## src/rtl/capgauge_leds.sv

```systemverilog
module capgauge_leds #(
  parameter int CW       = 16,
  parameter int TICK_DIV = 15625
) (
  input  logic              clk,
  input  logic              rst_n,
  input  logic [CW-1:0]     avail,
  input  logic [CW-1:0]     full_ref,
  input  logic signed [7:0] temp_c,
  input  logic              eod,
  input  logic              chg_act,
  input  logic              fdis_act,
  input  logic              ovld,
  input  logic              btn_n,
  input  logic              oce,
  input  logic [4:0]        oc,
  output logic [4:0]        seg_n,
  output logic              com_en,
  output logic [3:0]        gauge
);
  localparam int BLINK_TICKS = 400;
  localparam int PUSH_TICKS  = 12800;
  localparam int HOLD_TICKS  = 32000;
  localparam int INIT_TICKS  = 10;
  localparam int AW  = CW + 6;
  localparam int PW  = $clog2(TICK_DIV) + 1;
  localparam int BW  = $clog2(BLINK_TICKS);
  localparam int UW  = $clog2(PUSH_TICKS + 1);
  localparam int HW  = $clog2(HOLD_TICKS + 1);
  localparam int IW  = $clog2(INIT_TICKS + 1);

  logic [PW-1:0] pre;
  logic [3:0]    slot;
  logic [BW-1:0] bcnt;
  logic          bph, btn_q, cold, tick;
  logic [UW-1:0] push_t;
  logic [HW-1:0] hold_t;
  logic [IW-1:0] init_t;

  assign tick = (pre == PW'(TICK_DIV - 1));

  always_ff @(posedge clk or negedge rst_n) begin
    if (!rst_n) begin
      pre    <= '0;
      slot   <= '0;
      bcnt   <= '0;
      bph    <= 1'b1;
      init_t <= IW'(INIT_TICKS);
    end else begin
      pre <= tick ? '0 : pre + 1'b1;
      if (tick) begin
        slot <= (slot == 4'd9) ? 4'd0 : slot + 4'd1;
        if (bcnt == BW'(BLINK_TICKS - 1)) begin
          bcnt <= '0;
          bph  <= ~bph;
        end else begin
          bcnt <= bcnt + 1'b1;
        end
        if (init_t != '0) init_t <= init_t - 1'b1;
      end
    end
  end

  always_ff @(posedge clk or negedge rst_n) begin
    if (!rst_n) begin
      push_t <= '0;
      hold_t <= '0;
      btn_q  <= 1'b1;
      cold   <= 1'b0;
    end else begin
      btn_q <= btn_n;
      if (btn_q && !btn_n)            push_t <= UW'(PUSH_TICKS);
      else if (tick && push_t != '0)  push_t <= push_t - 1'b1;
      if (fdis_act || ovld)           hold_t <= HW'(HOLD_TICKS);
      else if (tick && hold_t != '0)  hold_t <= hold_t - 1'b1;
      cold <= cold ? (temp_c < 8'sd4) : (temp_c < 8'sd0);
    end
  end

  logic [2:0]    scale, lvl;
  logic [AW-1:0] prod, q5, q16;
  logic [4:0]    bar, pat, on;
  logic          low, active, drive, bank_a, bank_b;

  assign scale = !cold ? 3'd4 : (temp_c < -8'sd20) ? 3'd2 : 3'd3;
  assign prod  = AW'(avail) * AW'(scale);
  assign q5    = (full_ref == '0) ? '0 : (prod * AW'(5)) / AW'({full_ref, 2'b00});
  assign q16   = (full_ref == '0) ? '0 : (prod << 2) / AW'(full_ref);
  assign lvl   = (q5 > AW'(5)) ? 3'd5 : q5[2:0];
  assign gauge = (q16 > AW'(15)) ? 4'd15 : q16[3:0];
  assign low   = eod || (AW'(avail) * AW'(10) < AW'(full_ref));

  assign pat    = oce ? oc : {bar[4:1], low ? bph : bar[0]};
  assign active = oce || chg_act || fdis_act || ovld || push_t != '0 || hold_t != '0;
  assign drive  = active && init_t == '0;
  assign bank_a = slot < 4'd3;
  assign bank_b = slot >= 4'd5 && slot < 4'd8;
  assign com_en = drive && (bank_a || bank_b);
  assign seg_n  = ~on;

  for (genvar i = 0; i < 5; i++) begin : g_seg
    assign bar[i] = lvl > 3'(i);
    assign on[i]  = drive && pat[i] && ((i % 2 == 0) ? bank_a : bank_b);
  end
endmodule

```

## config.mk

```make
export PLATFORM = sky130hd
export DESIGN_NAME = capgauge_leds
export DESIGN_NICKNAME = d
export VERILOG_FILES = /design/src/rtl/capgauge_leds.sv
export SDC_FILE = /design/constraint.sdc
export NUM_CORES = 1
export LEC_CHECK = 0
export BUFFER_PORTS_ARGS = -buffer_cell sky130_fd_sc_hd__buf_2
export CORE_ASPECT_RATIO = 0.75
export CORE_MARGIN = 4
export CORE_UTILIZATION = 35
export CTS_CLUSTER_DIAMETER = 80
export CTS_CLUSTER_SIZE = 16
export DETAILED_ROUTE_END_ITERATION = 12
export SYNTH_ARGS = -nofsm -noshare
export SYNTH_HDL_FRONTEND = slang
export SYNTH_SLANG_ARGS = --single-unit
```

## constraint.sdc

```tcl
create_clock -name clk -period 58.2 [get_ports clk]
set_input_delay 0 -clock clk [delete_from_list [all_inputs] [get_ports clk]]
set_output_delay 0 -clock clk [all_outputs]
set_load 0.02 [all_outputs]
```

==> flow_metrics.tcl, run 1 <==
set metrics [dict create \
    dieArea_um2 86200 \
    drive_gt1_frac 0.0946 \
    avgViaCountPerCell 5.79 \
    dr_wl_met2_mm 34.0 \
    synth.area.top_cells "ha_1 (24%), mux2_2 (6.0%), o21a_1 (5.4%), dfrtp_1 (5.3%), xnor2_1 (5.2%)" \
    layout.nets 4503 \
    clk_latency_ps 320 \
    cp.depth 231 \
    postLayoutCellArea_um2 30500 \
    cp.required_ps 58200 \
    gp_congestion 0.900 \
    cp_num_buf_inv 14 \
    min_path_cells 3 \
    cts_made_buffers 9 \
    ys_seq_area_frac 0.0563 \
    holdPathEnd "hold_t[9]" \
    postCtsSetupRepairBufs 0 \
    cts_sinks 64 \
    floorplan.die.height_um 255 \
    wl_per_cell_um 17.2 \
    crit_path_top_delay_cell "o31ai_2" \
    reg2reg_setup_slack_ps 54930 \
    grt-ovfl-total 0 \
    drtAntennaViolNets 0 \
    drc 0 \
    postPlaceCellArea_um2 30100 \
    tightest_slew_ps 1010 \
    tns_ps 0 \
    synth_edf_count 0 \
    synth_cells 3886 \
    relSlewSlack 0.315 \
    path_delay_family "compound AO/OA/AOI/OAI gates" \
    wl_met1_mm 46.3 \
    rows 90 \
    fin_util 0.379 \
    holdCritStartpoint "fdis_act" \
    rr_startpoint "pre[5]" \
    drt_wl_total_mm 85.6 \
    synthMostInstantiatedCell "ha_1" \
    grt_setup_unrepaired "false" \
    coreArea_um2 80600 \
    die_x_um 338 \
    antenna_found_initial 1 \
    wl_met3_mm 4.55 \
    root_buffer "clkbuf_16" \
    dp_hpwl_mm 69.1 \
    syn_to_final_growth_pct 7.06 \
    grt_max_degree 65 \
    first_iter_violations 2283 \
    fin_crit_sh 0.928 \
    crit_top_cell "o21a_1" \
    slew_viol_final 0 \
    rr_worst_depth 11 \
    crit_path_end_kind "output pin" \
    grtUsageTotal 0.191 \
    path_clk_slew_ps 50 \
    drv_cap 0 \
    port-buffer-count 60 \
    ys.flop_type "dfrtp_1" \
    hp-class "primary input to flop" \
    initial_utilization 0.354 \
    htreeDepth 3 \
    start_kind "flop" \
    fmax_ghz 0.0185 \
    grt_pass1_vias 26100 \
    cp_max_fo 34 \
    io_pins 63 \
    vias 28800 \
    fin_skew_ps 5.44 \
    synth_top_area_cell "ha_1" \
    hold_viol_final 0 \
    grt_pass1_wl_mm 137 \
    r2r-end "hold_t[13]" \
    cts_buffer_depth 2 \
    avgSynthCellArea_um2 7.34 \
    critical_path.max_stage_delay_ps 580 \
    yosys_warnings 0 \
    synthTopCellsByCount "ha_1 (539), nor2_1 (381), nand2_1 (296)" \
    critPathKind "flop to output pin" \
    min_period_ps 54030 \
    cts_tree "built" \
    worst_ep_arrival_time_ps 54030 \
    async_flop_share 1.00 \
    synth_top_cell_area_share 0.236 \
    setup_violations 0 \
    status "complete, no violations" \
    highest_layer "met4" \
    ys_ff_latch 64 \
    ys_types 94 \
    fill_cells 8479 \
    drtPass1Iterations 6 \
    netlist_area_um2 28500 \
]
## state kept, by name, summed over array words and instances (netlist names)
signal	cells
bph	1
hold_t	15
btn_q	1
pre	15
slot	4
cold	1
init_t	4
bcnt	9
push_t	14
## worst register-to-register path, delay by kind of cell (launching register included)
| family | cells | cell delay, ps |
|---|---|---|
| AOI/OAI and AO/OA | 2 | 520 |
| xor gates and xnor gates | 1 | 170 |
| buffers and inverters | 1 | 300 |
| DFF | 1 | 420 |
| and+or+nand+nor | 7 | 1740 |
## cells by family (layout without fill, tap and decap cells)
family          after synthesis  in the layout  share of synthesized area
fa+ha+maj                   544            544                      0.240
other cells                   1              4                   0.000131
flops                        64             64                     0.0563
mux                         187            187                     0.0725
buf+inv                     248            272                     0.0332
simple gates               1383           1383                      0.237
compound gates             1191           1191                      0.279
xor+xnor                    268            268                     0.0823
## timing repair
action | 4_1_cts | 5_1_grt
resized for setup | 0 | 10
endpoints found under the hold margin | 68 | 0
hold buffers | 4 | 0
setup endpoints to repair | 0 | 3
## metal layers
layer | global-route usage | vias to the layer above
li1 | - | 14700
met1 | 0.303 | 13400
met2 | 0.286 | 662
met3 | 0.0117 | 43
met4 | 0.0224 | 0
met5 | 0 | -
## worst max-delay path by stage
stage                     startpoint       end  slack [ps]
final                           cold  seg_n[4]        4170
after global routing            cold  seg_n[4]         210
after CTS                       cold  seg_n[2]        2990
after detailed placement   temp_c[3]  seg_n[2]        3420
after global placement     temp_c[3]  seg_n[2]        4250
after floorplan                 cold  seg_n[2]       10760
## area by class of cell
| type | instances | area [um^2] | area share |
|---|---|---|---|
| multi-input combinational | 3575 | 26000 | 0.852 |
| sequential | 64 | 1610 | 0.0526 |
| tap | 1058 | 1320 | 0.0433 |
| timing repair buffer | 112 | 701 | 0.0229 |
| inverter | 144 | 541 | 0.0177 |
| clock buffer | 14 | 274 | 0.00897 |
| clock inverter | 2 | 60.1 | 0.00197 |
| antenna | 2 | 5.00 | 0.000164 |
## layout by cell type (no fill, tap or decap), drive strengths merged, types with 97 or more instances in the layout
master / Yosys / final
nor2: 382 / 382
a21oi: 274 / 274
nand2: 296 / 296
o21ai: 229 / 229
inv: 143 / 142
nor3: 212 / 212
mux2: 157 / 157
a21o: 97 / 97
buf: 16 / 108
xor2: 100 / 100
xnor2: 168 / 168
o21a: 207 / 207
ha: 539 / 539
## per-stage QoR
step | cells | hold WS, ps | worst slack [ps]
floorplan | 3887 | -296 | 10760
global placement | 4949 | 124 | 4250
detailed placement | 4949 | 126 | 3420
CTS | 4969 | 87.1 | 2990
global route | 4969 | 105 | 207
finish | 4971 | 139 | 4170
Power of run 1 is not shown: default switching activity piles up to over one toggle a cycle in this logic, so the estimate is an artifact.
==> inputs of run 2 (changes only) <==
Settings changed: CELL_PAD_IN_SITES_DETAIL_PLACEMENT set to 1, CELL_PAD_IN_SITES_GLOBAL_PLACEMENT set to 1, PLACE_DENSITY_LB_ADDON set to 0.1.
==> run 2 against run 1 <==
Worst hold slack got worse by 11 ps. Setup slack got worse by 27 ps. Core utilization increased by 0.13 points. Sequential share of layout area about the same. Via count increased by 1.7%. First-iteration DRC count decreased by 28%. Critical endpoint is now gauge[0].
==> flow_metrics.tcl, run 2 (synthesized netlist as in run 1, its figures left out) <==
set metrics [dict create \
    start_kind "primary input" \
    cts_tree "built" \
    critical_path.max_stage_delay_ps 800 \
    cts_buffer_depth 2 \
    dp_hpwl_mm 83.4 \
    holdWs_ps 129 \
    worst_ep_arrival_time_ps 54050 \
    fill_cells 10100 \
    drtPass1Iterations 5 \
    die_x_um 338 \
    hold_viol_final 0 \
    relSlewSlack 0.303 \
    root_buffer "clkbuf_16" \
    drv_cap 0 \
    postLayoutCellArea_um2 30600 \
    rows 90 \
    status "complete, no violations" \
    clk_latency_ps 330 \
    critPathKind "primary input to output pin" \
    vias 29300 \
    avgViaCountPerCell 5.88 \
    tightest_slew_ps 1040 \
    grtUsageTotal 0.234 \
    initial_utilization 0.354 \
    fin_crit_sh 0.929 \
    drc 0 \
    first_iter_violations 1634 \
    grt_max_degree 65 \
    hp-class "primary input to flop" \
    postCtsSetupRepairBufs 0 \
    drive_gt1_frac 0.101 \
    final_common_cell "ha_1" \
    crit_path_top_delay_cell "or4_4" \
    grt_pass1_wl_mm 163 \
    drt_wl_total_mm 103 \
    antenna_found_initial 9 \
    crit_top_cell "a21oi_1" \
    fin_skew_ps 10.3 \
    floorplan.die.height_um 255 \
    most-common-layout-cells "ha_1 (539), nor2_1 (380), nand2_1 (296), a21oi_1 (271), o21ai_0 (211)" \
    tns_ps 0 \
    io_pins 63 \
    postPlaceCellArea_um2 30200 \
    cp_max_fo 35 \
    crit_path_end_kind "output pin" \
    grt_pass1_vias 28700 \
    multi_input_area_um2 26100 \
    layout.nets 4510 \
    slew_viol_final 0 \
    path_clk_slew_ps 50 \
    cp_num_buf_inv 14 \
    grt-ovfl-total 0 \
    seq_area_um2 1610 \
    cp.required_ps 58200 \
    setup_violations 0 \
    fmax_ghz 0.0185 \
    drtAntennaViolNets 0 \
    wl_per_cell_um 20.7 \
    htreeDepth 3 \
    dieArea_um2 86200 \
    cts_sinks 64 \
    coreArea_um2 80600 \
    port-buffer-count 60 \
    reg_top3 "hold_t x15, pre x15, push_t x14" \
    cts_made_buffers 9 \
    syn_to_final_growth_pct 7.42 \
    min_period_ps 54050 \
    path_delay_family "compound AO/OA/AOI/OAI gates" \
    gp_congestion 0.867 \
]
run 2: cell count changes in the layout (fill, tap and decap cells not counted), moves of 3 or more:
cell      change
o21ai_2       +3
clkinv_2      +3
buf_4         +5
clkbuf_8      -3
inv_1         -3
run 2: cell type report:
type	count	share of cell area
timing repair buffer	119	0.0247
inverter	144	0.0176
multi-input combinational	3575	0.852
tap	1058	0.0432
clock buffer	10	0.00747
sequential	64	0.0524
antenna	1	0.0000817
clock inverter	6	0.00196
run 2: final timing paths:
path                            slack (ps)         end       from  depth (start not counted)
worst max-delay path                  4150    gauge[0]  temp_c[7]                        195
max in group asynchronous            57230        cold      rst_n                          3
worst max register to register       54960  hold_t[13]     pre[5]                         11
worst min register to register         480   init_t[0]  init_t[0]                          1
worst min-delay path                   130   hold_t[9]   fdis_act                          3
min in group asynchronous              380  push_t[10]      rst_n                          3
run 2: worst min-delay path, cell delays in order:
cell	delay, ps
buf_2	80
or2_2	260
a21oi_1	60
run 2: per-layer routing:
| layer | part of all wire | global-route usage | up-vias | wire, um |
|---|---|---|---|---|
| met5 | 0.00024 | 0 | - | 25 |
| met4 | 0.012 | 0.0246 | 4 | 1180 |
| met3 | 0.039 | 0.0187 | 60 | 3980 |
| met2 | 0.41 | 0.355 | 422 | 41700 |
| met1 | 0.54 | 0.367 | 14100 | 56000 |
| li1 | - | - | 14700 | - |
run 2: per-stage QoR:
step / instances / worst slack [ps] / util
2_1_floorplan: 3887 / 10760 / -
3_3_place_gp: 4954 / 3520 / 0.374
5_1_grt: 4976 / -42.2 / 0.380
3_5_place_dp: 4954 / 2660 / 0.374
4_1_cts: 4976 / 2250 / 0.379
6_report: 4977 / 4150 / 0.380
run 2: timing repair:
item / 4_1_cts / 5_1_grt
hold buffers: 6 / 0
hold endpoints to repair: 68 / 0
gates resized for setup: 0 / 28
setup endpoints to repair: 0 / 4
Power of run 2 is left out for the same reason.
